$ cat src/rtl/uvs_pkg.sv
package uvs_pkg;
  localparam int N_SRC   = 4;
  localparam int SRC_VIN = 0;
  localparam int SRC_REG = 1;
  localparam int SRC_REF = 2;
  localparam int SRC_CP  = 3;

  // shutdown mask bit order: {ser, csa, cp, pwr}
  localparam int N_GATE  = 4;
  localparam int G_PWR   = 0;
  localparam int G_CP    = 1;
  localparam int G_CSA   = 2;
  localparam int G_SER   = 3;

  localparam logic [2:0] MODE_FAST = 3'b001;

  function automatic logic [N_GATE-1:0] kill_mask(input int src);
    logic [N_GATE-1:0] m;
    m = '0;
    case (src)
      SRC_VIN, SRC_REG: begin m[G_PWR] = 1'b1; m[G_SER] = 1'b1; end
      SRC_CP:           begin m[G_PWR] = 1'b1; m[G_CP]  = 1'b1; end
      SRC_REF:          m[G_CSA] = 1'b1;
      default:          m = '0;
    endcase
    return m;
  endfunction
endpackage

$ cat src/rtl/uvs_sync.sv
module uvs_sync #(
  parameter int W      = 4,
  parameter int STAGES = 2
) (
  input  logic         clk,
  input  logic         rst,
  input  logic [W-1:0] d,
  output logic [W-1:0] q
);
  logic [W-1:0] pipe [STAGES];

  generate
    for (genvar s = 0; s < STAGES; s++) begin : g_stage
      if (s == 0) begin : g_first
        always_ff @(posedge clk) begin
          if (rst) pipe[s] <= '0;
          else     pipe[s] <= d;
        end
      end else begin : g_next
        always_ff @(posedge clk) begin
          if (rst) pipe[s] <= '0;
          else     pipe[s] <= pipe[s-1];
        end
      end
    end
  endgenerate

  assign q = pipe[STAGES-1];
endmodule

$ cat src/rtl/uvs_retry_chan.sv
module uvs_retry_chan #(
  parameter int CW = 8
) (
  input  logic          clk,
  input  logic          rst,
  input  logic          en,
  input  logic          flag,
  input  logic [CW-1:0] period,
  output logic          active
);
  logic [CW-1:0] cnt;

  always_ff @(posedge clk) begin
    if (rst) begin
      active <= 1'b0;
      cnt    <= '0;
    end else if (!en) begin
      active <= 1'b0;
      cnt    <= '0;
    end else if (flag) begin
      active <= 1'b1;
      cnt    <= '0;
    end else if (active) begin
      if (cnt >= period - CW'(1)) begin
        active <= 1'b0;
        cnt    <= '0;
      end else begin
        cnt <= cnt + CW'(1);
      end
    end
  end

  assert_disabled_idle_R2: assert property (@(posedge clk) disable iff (rst)
    !en |=> !active);
  assert_flag_sets_R6: assert property (@(posedge clk) disable iff (rst)
    (en && flag) |=> (active && cnt == '0));
  assert_restart_R10: assert property (@(posedge clk) disable iff (rst)
    (en && flag && active) |=> (cnt == '0));
  assert_count_bound_R8: assert property (@(posedge clk) disable iff (rst)
    !active |-> (cnt == '0));
endmodule

$ cat src/rtl/uvs_sticky.sv
module uvs_sticky (
  input  logic clk,
  input  logic rst,
  input  logic set,
  input  logic clr,
  output logic q
);
  always_ff @(posedge clk) begin
    if (rst) q <= 1'b0;
    else     q <= (q & ~clr) | set;
  end

  assert_hold_R7: assert property (@(posedge clk) disable iff (rst)
    (q && !clr) |=> q);
  assert_set_wins_R7: assert property (@(posedge clk) disable iff (rst)
    set |=> q);
endmodule

$ cat src/rtl/uv_supervisor.sv
module uv_supervisor #(
  parameter int FAST_CYC    = 250000,
  parameter int SLOW_CYC    = 2500000,
  parameter int SYNC_STAGES = 2
) (
  input  logic       clk,
  input  logic       rst,
  input  logic [3:0] uv_flag,
  input  logic       ref_mon_en,
  input  logic       fixed_cfg,
  input  logic [2:0] retry_mode,
  input  logic       clr_fault,
  input  logic       sleep_n,
  output logic       pwr_en,
  output logic       cp_en,
  output logic       csa_en,
  output logic       ser_en,
  output logic       fault_n,
  output logic [3:0] src_status,
  output logic       fault_sticky,
  output logic       uv_sticky
);
  import uvs_pkg::*;

  localparam int MAX_CYC = (SLOW_CYC > FAST_CYC) ? SLOW_CYC : FAST_CYC;
  localparam int CW      = $clog2(MAX_CYC + 1);

  logic [N_SRC-1:0]  s_flag;
  logic [N_SRC-1:0]  chan_en;
  logic [N_SRC-1:0]  active;
  logic [CW-1:0]     period_sel;
  logic [N_GATE-1:0] kill;
  logic              sleep_q;
  logic              clear_req;
  logic              any_active;

  uvs_sync #(.W(N_SRC), .STAGES(SYNC_STAGES)) u_sync (
    .clk(clk), .rst(rst), .d(uv_flag), .q(s_flag)
  );

  always_comb begin
    if (fixed_cfg || retry_mode == MODE_FAST) period_sel = CW'(FAST_CYC);
    else                                      period_sel = CW'(SLOW_CYC);
  end

  generate
    for (genvar i = 0; i < N_SRC; i++) begin : g_chan
      if (i == SRC_REF) begin : g_opt
        assign chan_en[i] = ref_mon_en & ~fixed_cfg;
      end else begin : g_fixed
        assign chan_en[i] = 1'b1;
      end
      uvs_retry_chan #(.CW(CW)) u_chan (
        .clk(clk), .rst(rst), .en(chan_en[i]), .flag(s_flag[i]),
        .period(period_sel), .active(active[i])
      );
    end
  endgenerate

  always_comb begin
    kill = '0;
    for (int i = 0; i < N_SRC; i++) begin
      if (active[i]) kill = kill | kill_mask(i);
    end
  end

  assign any_active = |active;
  assign clear_req  = clr_fault | (sleep_n & ~sleep_q);

  always_ff @(posedge clk) begin
    if (rst) begin
      pwr_en     <= 1'b1;
      cp_en      <= 1'b1;
      csa_en     <= 1'b1;
      ser_en     <= 1'b1;
      fault_n    <= 1'b1;
      src_status <= '0;
      sleep_q    <= 1'b1;
    end else begin
      pwr_en     <= ~kill[G_PWR];
      cp_en      <= ~kill[G_CP];
      csa_en     <= ~kill[G_CSA];
      ser_en     <= ~kill[G_SER];
      fault_n    <= ~any_active;
      src_status <= active;
      sleep_q    <= sleep_n;
    end
  end

  uvs_sticky u_fault_stk (
    .clk(clk), .rst(rst), .set(any_active), .clr(clear_req), .q(fault_sticky)
  );
  uvs_sticky u_uv_stk (
    .clk(clk), .rst(rst), .set(any_active), .clr(clear_req), .q(uv_sticky)
  );

  assert_fault_pin_R5: assert property (@(posedge clk) disable iff (rst)
    any_active |=> !fault_n);
  assert_reg_gate_R3: assert property (@(posedge clk) disable iff (rst)
    (src_status[SRC_VIN] || src_status[SRC_REG]) |-> (!pwr_en && !ser_en));
  assert_cp_gate_R4: assert property (@(posedge clk) disable iff (rst)
    src_status[SRC_CP] |-> (!pwr_en && !cp_en));
  assert_ref_gate_R4: assert property (@(posedge clk) disable iff (rst)
    src_status[SRC_REF] |-> !csa_en);
  assert_sticky_follows_R7: assert property (@(posedge clk) disable iff (rst)
    !fault_n |-> fault_sticky);
endmodule

$ cat config.mk
export PLATFORM = sky130hd
export DESIGN_NAME = uv_supervisor
export DESIGN_NICKNAME = d
export VERILOG_FILES = /design/src/rtl/uvs_pkg.sv /design/src/rtl/uvs_sync.sv /design/src/rtl/uvs_retry_chan.sv /design/src/rtl/uvs_sticky.sv /design/src/rtl/uv_supervisor.sv
export SDC_FILE = /design/constraint.sdc
export NUM_CORES = 1
export LEC_CHECK = 0
export ABC_AREA = 1
export BUFFER_PORTS_ARGS = -buffer_cell sky130_fd_sc_hd__buf_2
export CORE_ASPECT_RATIO = 2
export CORE_UTILIZATION = 50
export DETAILED_ROUTE_END_ITERATION = 8
export PLACE_DENSITY = 0.66
export SYNTH_ARGS = -nofsm -noshare
export SYNTH_HDL_FRONTEND = slang
export SYNTH_SLANG_ARGS = --single-unit
$ cat constraint.sdc
create_clock -name clk -period 8.65 [get_ports clk]
set_input_delay 1.73 -clock clk [delete_from_list [all_inputs] [get_ports clk]]
set_output_delay 1.73 -clock clk [all_outputs]
set_load 0.005 [all_outputs]
==> impl_metrics.yaml, run 1 <==
outcome:
  outcome: "finished, final reports clean"
yosys:
  synth_fp_nets: 1188
  yosys.area.top_type: "dfxtp_1"
  synthMuxAreaShare: 0
  synth-seq-cells: 112
  yosysTopAreaCellShare: 0.3113
  syn_inst: 1131
  synth_xor_area_frac: 0.05836
  ys_warn_count: 0
  synth_cell_types: 35
  synth.avg_cell_area_um2: 6.369
  synth_compound_area_frac: 0.08459
  synth-simple-area-share: 0.3856
  synth-adder-area-share: 0.07643
  synth_top_family_by_area: "simple AND/OR/NAND/NOR gates"
  netlist_area_um2: 7203
  synth.area.top_cells: "dfxtp_1, nand2_1, nor2_1"
  synth_seq_area_share: 0.3113
setup_path:
  critPathRequiredTime_ns: 8.93
  critPathMaxFanout: 25
  arrival_ns: 4.58
  r2r_slack_ns: 6.37
  start_kind: "input pin"
  end_kind: "flip-flop"
  critical_path_class: "input pin to flip-flop"
  r2r_cells: 8
  worstReg2RegStart: "g_chan[3].u_chan.active"
  worstReg2RegEnd: "g_chan[3].u_chan.cnt[19]"
cts:
  cts_setup_buffers: 0
  cts_root_buf: "clkbuf_16"
  cts_resized: 0
  holdBufCountCts: 0
  cts_tree: "yes"
  clk_latency_ns: 0.36
  clk_pin_slew_worst_paths_ns: 0.08
  cts_buffer_depth: 2
  cts.htree.levels: 3
  numCtsBuffers: 9
  cts.sink_count: 112
flow_run:
  maxCapViolCount: 0
cells_and_area:
  drive_gt1_frac: 0.06888
  num_antenna_cells: 0
  syn2layout_area_growth_pct: 7.191
  fin_cells: 1336
  finalInstanceArea_um2: 7721
  final_net_count: 1199
min_path:
  hold_start: "u_sync.pipe[0][3]"
  min_to: "u_sync.pipe[1][3]"
  hold_class: "flip-flop to flip-flop"
  hold_depth: 2
route:
  wl_met3_um: 358
  firstDrtPassIters: 4
  routed_wl_um: 17070
  num_vias: 6772
  postRouteAntennaNets: 0
  first_iter_violations: 215
  top_layer_used: "met4"
  drc: 0
  wl_met1_um: 6866
  wl_met2_um: 9144
  viasPerCell: 5.069
  post_drt_wl_per_cell_um: 12.78
floorplanning:
  num_io_pins: 24
  design.core.area_um2: 13970
  initial_core_util: 0.5157
  die_area_um2: 14920
  die_w_um: 86.87
  rows: 61
  die_y_um: 171.7
timing:
  setup_slack_ns: 4.353
  fin_skew_ns: 0.009435
  fin_crit_sh: 0.4968
  hold_ws_ns: 0.4072
  fin_tns_setup_ns: 0
  timing.slew.headroom: 0.4182
  hold_viol: 0
  tightest_slew_ns: 0.8718
  rsz0062_at_grt: "no"
  fmax_ghz: 0.2327
  finalWorstPathRequiredPeriod_ns: 4.297
  finalSetupViolCount: 0
  drv_slew: 0
placed_design:
  gp_congestion: 0.8839
  io_buffers: 23
  place_area_um2: 7432
  place_inst: 1320
  place_ws_ns: 3.945
  place.detailed.hpwl_um: 12690
grt:
  grt_pass1_vias: 6489
  grt_usage: 0.2470
  grt_max_degree: 26
  grt_pass1_wl_um: 28930
  antenna_found_initial: 0
  grt.overflow.total: 0
pwr:
  powerDensity_nw_per_um2: 130.4
  leakagePower_nw: 3.080
  ir_drop_v: 0.0001039
[layout by cell type (no fill, tap or decap), drive strengths merged, types with 3 or more instances in the layout]
| cell | n |
|---|---|
| and2 | 3 |
| nand4 | 13 |
| nand3 | 69 |
| o21a | 3 |
| nor2 | 212 |
| inv | 123 |
| nor3 | 7 |
| a21oi | 77 |
| dfxtp | 112 |
| buf | 24 |
| o21ai | 26 |
| clkinv | 3 |
| nand2 | 361 |
| nand3b | 6 |
| ha | 44 |
| clkbuf | 11 |
| xor2 | 25 |
| xnor2 | 23 |
[area by class of cell]
class | instances | area [um2]
Clock buffer | 11 | 252.7
Multi-Input combinational cell | 874 | 4372
Sequential cell | 112 | 2242
Timing Repair Buffer | 24 | 122.6
Inverter | 121 | 459.2
Fill cell | 1487 | 6246
Tap cell | 189 | 236.5
Clock inverter | 5 | 36.28
[report_power, final]
group	internal (mW)	switching [mW]	leakage [nW]
Clock	0.214	0.206	0.147
Combinational	0.0175	0.0443	2.03
Sequential	0.522	0.00389	0.906
[critical path, stage by stage]
cell and delay (ns):
buf_2 0.11, o31ai_4 0.22, buf_4 0.35, inv_1 0.36
ha_1 0.42, nand2_1 0.08, nand2_1 0.05, nor2_1 0.09
nor2_1 0.04, nor2_1 0.10, nand3_1 0.17, inv_1 0.54
nand2_1 0.12, a21oi_1 0.16
[state kept, by name, summed over array words and instances, names as in the netlist]
register and cells:
u_uv_stk.q 1, src_status 4, ser_en 1, u_fault_stk.q 1, u_sync.pipe 8, g_chan.u_chan.cnt 88
pwr_en 1, csa_en 1, g_chan.u_chan.active 4, cp_en 1, fault_n 1, sleep_q 1
[cell usage after synthesis]
library cell  number
nand2_1          359
nor2_1           205
inv_1            114
dfxtp_1          112
a21oi_1           67
nand3_1           58
ha_1              44
xor2_1            25
xnor2_1           23
o21ai_0           18
clkbuf_1          14
nand4_1           13
nand3_2           11
a21oi_2           10
o21ai_1            8
nor3_1             7
nand3b_1           6
buf_2              5
nor2_2             5
inv_2              4
o21a_1             3
and2_0             2
clkbuf_8           2
inv_4              2
nand2_2            2
nor2_4             2
o31ai_1            2
a21boi_2           1
and2_1             1
buf_12             1
buf_4              1
buf_6              1
clkinv_1           1
nor2b_4            1
o21bai_1           1
[routing by layer]
layer | vias up | track usage
li1 | 3567 | -
met1 | 3055 | 0.2549
met2 | 100 | 0.4690
met3 | 50 | 0.03215
met4 | 0 | 0.1312
met5 | - | 0
[cell families after synthesis]
logic type,Yosys count
flops,112
compound gates,110
xor+xnor,48
simple gates,672
fa+ha+maj,44
buf+inv,145
[how the worst max path moves through the flow]
stage | slack [ns] | end | startpoint
finish | 4.35 | g_chan[3].u_chan.cnt[19] | retry_mode[1]
floorplan | 3.14 | g_chan[1].u_chan.cnt[13] | retry_mode[1]
global placement | 4.04 | g_chan[3].u_chan.cnt[10] | retry_mode[1]
detailed placement | 3.94 | g_chan[3].u_chan.cnt[19] | retry_mode[1]
CTS | 4.32 | g_chan[3].u_chan.cnt[19] | retry_mode[1]
global route | 4.02 | g_chan[3].u_chan.cnt[10] | retry_mode[1]
[metrics by stage]
step | util | total power [mW]
2_1_floorplan | - | 0.5818
3_5_place_dp | 0.5321 | 0.6005
4_1_cts | 0.5528 | 1.017
5_1_grt | 0.5528 | 1.043
3_3_place_gp | 0.5321 | 0.5993
6_report | 0.5528 | 1.007
No activity file was read; power rests on OpenSTA's default activity.
==> inputs of run 2 (changes only) <==
PLACE_DENSITY = 0.69   (was 0.66)
clock period = 3.8 ns   (was 8.65 ns; I/O delays follow)
==> impl_metrics.yaml, run 2 (same netlist as run 1, synthesis figures left out) <==
route:
  viasPerCell: 5.073
  num_vias: 6788
  firstDrtPassIters: 4
  drc: 0
  first_iter_violations: 227
  postRouteAntennaNets: 0
  post_drt_wl_per_cell_um: 12.41
  routed_wl_um: 16610
cts:
  cts_root_buf: "clkbuf_16"
  cts_tree: "yes"
  cts_resized: 0
  cts_buffer_depth: 2
  holdBufCountCts: 0
  clk_pin_slew_worst_paths_ns: 0.08
  cts.htree.levels: 3
  clk_latency_ns: 0.36
  cts.sink_count: 112
  numCtsBuffers: 9
  cts_setup_buffers: 0
cells_and_area:
  largest_register_ff_count: 88
  fin_cells: 1338
  layout_commonest_cell: "nand2_1"
  layout_common_cells: "nand2_1, nor2_1, inv_1"
  multi_input_area_um2: 4372
  syn2layout_area_growth_pct: 7.243
  regArea_um2: 2242
  regMostFlops: "g_chan.u_chan.cnt"
  largestRegisters: "g_chan.u_chan.cnt x88, u_sync.pipe x8"
  drive_gt1_frac: 0.06963
  num_antenna_cells: 0
  final_net_count: 1201
  num-fill-cells: 1465
timing:
  tightest_slew_ns: 0.8564
  drv_slew: 0
  fin_skew_ns: 0.01177
  fin_crit_sh: 0.7573
  fmax_ghz: 0.3475
  hold_viol: 0
  fin_tns_setup_ns: 0
  finalWorstPathRequiredPeriod_ns: 2.878
  timing.slew.headroom: 0.4284
  finalSetupViolCount: 0
  rsz0062_at_grt: "no"
floorplanning:
  rows: 61
  design.core.area_um2: 13970
  die_y_um: 171.7
  die_area_um2: 14920
  initial_core_util: 0.5157
  die_w_um: 86.87
  num_io_pins: 24
grt:
  grt_max_degree: 25
  grt.overflow.total: 0
  antenna_found_initial: 0
  grt_pass1_wl_um: 28770
  grt_usage: 0.2421
  grt_pass1_vias: 6502
min_path:
  hold_start: "u_sync.pipe[0][3]"
  hold_class: "flip-flop to flip-flop"
  hold_depth: 2
  min_to: "u_sync.pipe[1][3]"
placed_design:
  place_inst: 1322
  io_buffers: 23
  gp_congestion: 0.8756
  place.detailed.hpwl_um: 12280
setup_path:
  critPathRequiredTime_ns: 4.08
  r2r_slack_ns: 1.62
  arrival_ns: 3.16
  worstReg2RegStart: "g_chan[3].u_chan.active"
  critPathMaxFanout: 20
  start_kind: "input pin"
  worstReg2RegEnd: "g_chan[3].u_chan.cnt[5]"
  critical_path_class: "input pin to flip-flop"
  crit_path_start: "retry_mode[1]"
  end_kind: "flip-flop"
  r2r_cells: 8
pwr:
  powerDensity_nw_per_um2: 292.9
  leakagePower_nw: 3.081
  ir_drop_v: 0.0002027
outcome:
  outcome: "finished, final reports clean"
flow_run:
  maxCapViolCount: 0
[run 2: changes by cell type in the layout (fill, tap and decap cells not counted), sizes merged]
cell / delta
inv: +1
clkbuf: -1
buf: +2
[run 2: critical path, cell delays in order]
cell and delay, ns:
buf_2 0.11, o31ai_4 0.25, inv_1 0.31, ha_1 0.42, nand2_1 0.08, nand2_1 0.04, nor2_1 0.09, nor2_1 0.04
nor2_1 0.08, nand3_1 0.16, inv_1 0.53, nand2_1 0.13, a21oi_1 0.14
[run 2: worst max-delay path by stage]
stage,slack (ns),cells after the start,endpoint
2_1_floorplan,0.10,13,g_chan[1].u_chan.cnt[13]
3_3_place_gp,0.60,13,g_chan[3].u_chan.cnt[18]
3_5_place_dp,0.55,13,g_chan[3].u_chan.cnt[5]
4_1_cts,0.92,13,g_chan[3].u_chan.cnt[5]
5_1_grt,0.66,13,g_chan[3].u_chan.cnt[17]
6_report,0.92,13,g_chan[3].u_chan.cnt[5]
[run 2: metrics by stage]
step	setup WS, ns	hold slack [ns]	instance area (um2)	utilization	power, mW
after floorplan	0.1004	0.3883	7208	-	1.325
after global placement	0.5970	0.3922	7447	0.5332	1.364
after detailed placement	0.5463	0.3963	7447	0.5332	1.366
after CTS	0.9150	0.4076	7725	0.5531	2.291
after global routing	0.6604	0.4374	7725	0.5531	2.355
final	0.9222	0.4066	7725	0.5531	2.263
[run 2: layout make-up]
cell class / count / area share
well taps: 189 / 0.03061
repair buffers: 26 / 0.01782
clock buffers: 10 / 0.02964
flip-flops and latches: 112 / 0.2902
multi-input cells: 874 / 0.5659
inverters: 121 / 0.05944
clock inverters: 6 / 0.006317
[run 2: metal layers]
layer,part of all wire,global-route usage,wire (um)
met5,0,0,0
met4,0.037,0.1239,619
met3,0.018,0.02975,296
met2,0.53,0.4495,8762
met1,0.42,0.2620,6931
[run 2: power by group]
| part | internal [mW] | switching (mW) | total (mW) |
|---|---|---|---|
| clock network | 0.456 | 0.470 | 0.926 |
| logic | 0.0398 | 0.100 | 0.140 |
| registers | 1.19 | 0.00941 | 1.20 |
| total | 1.68 | 0.580 | 2.26 |
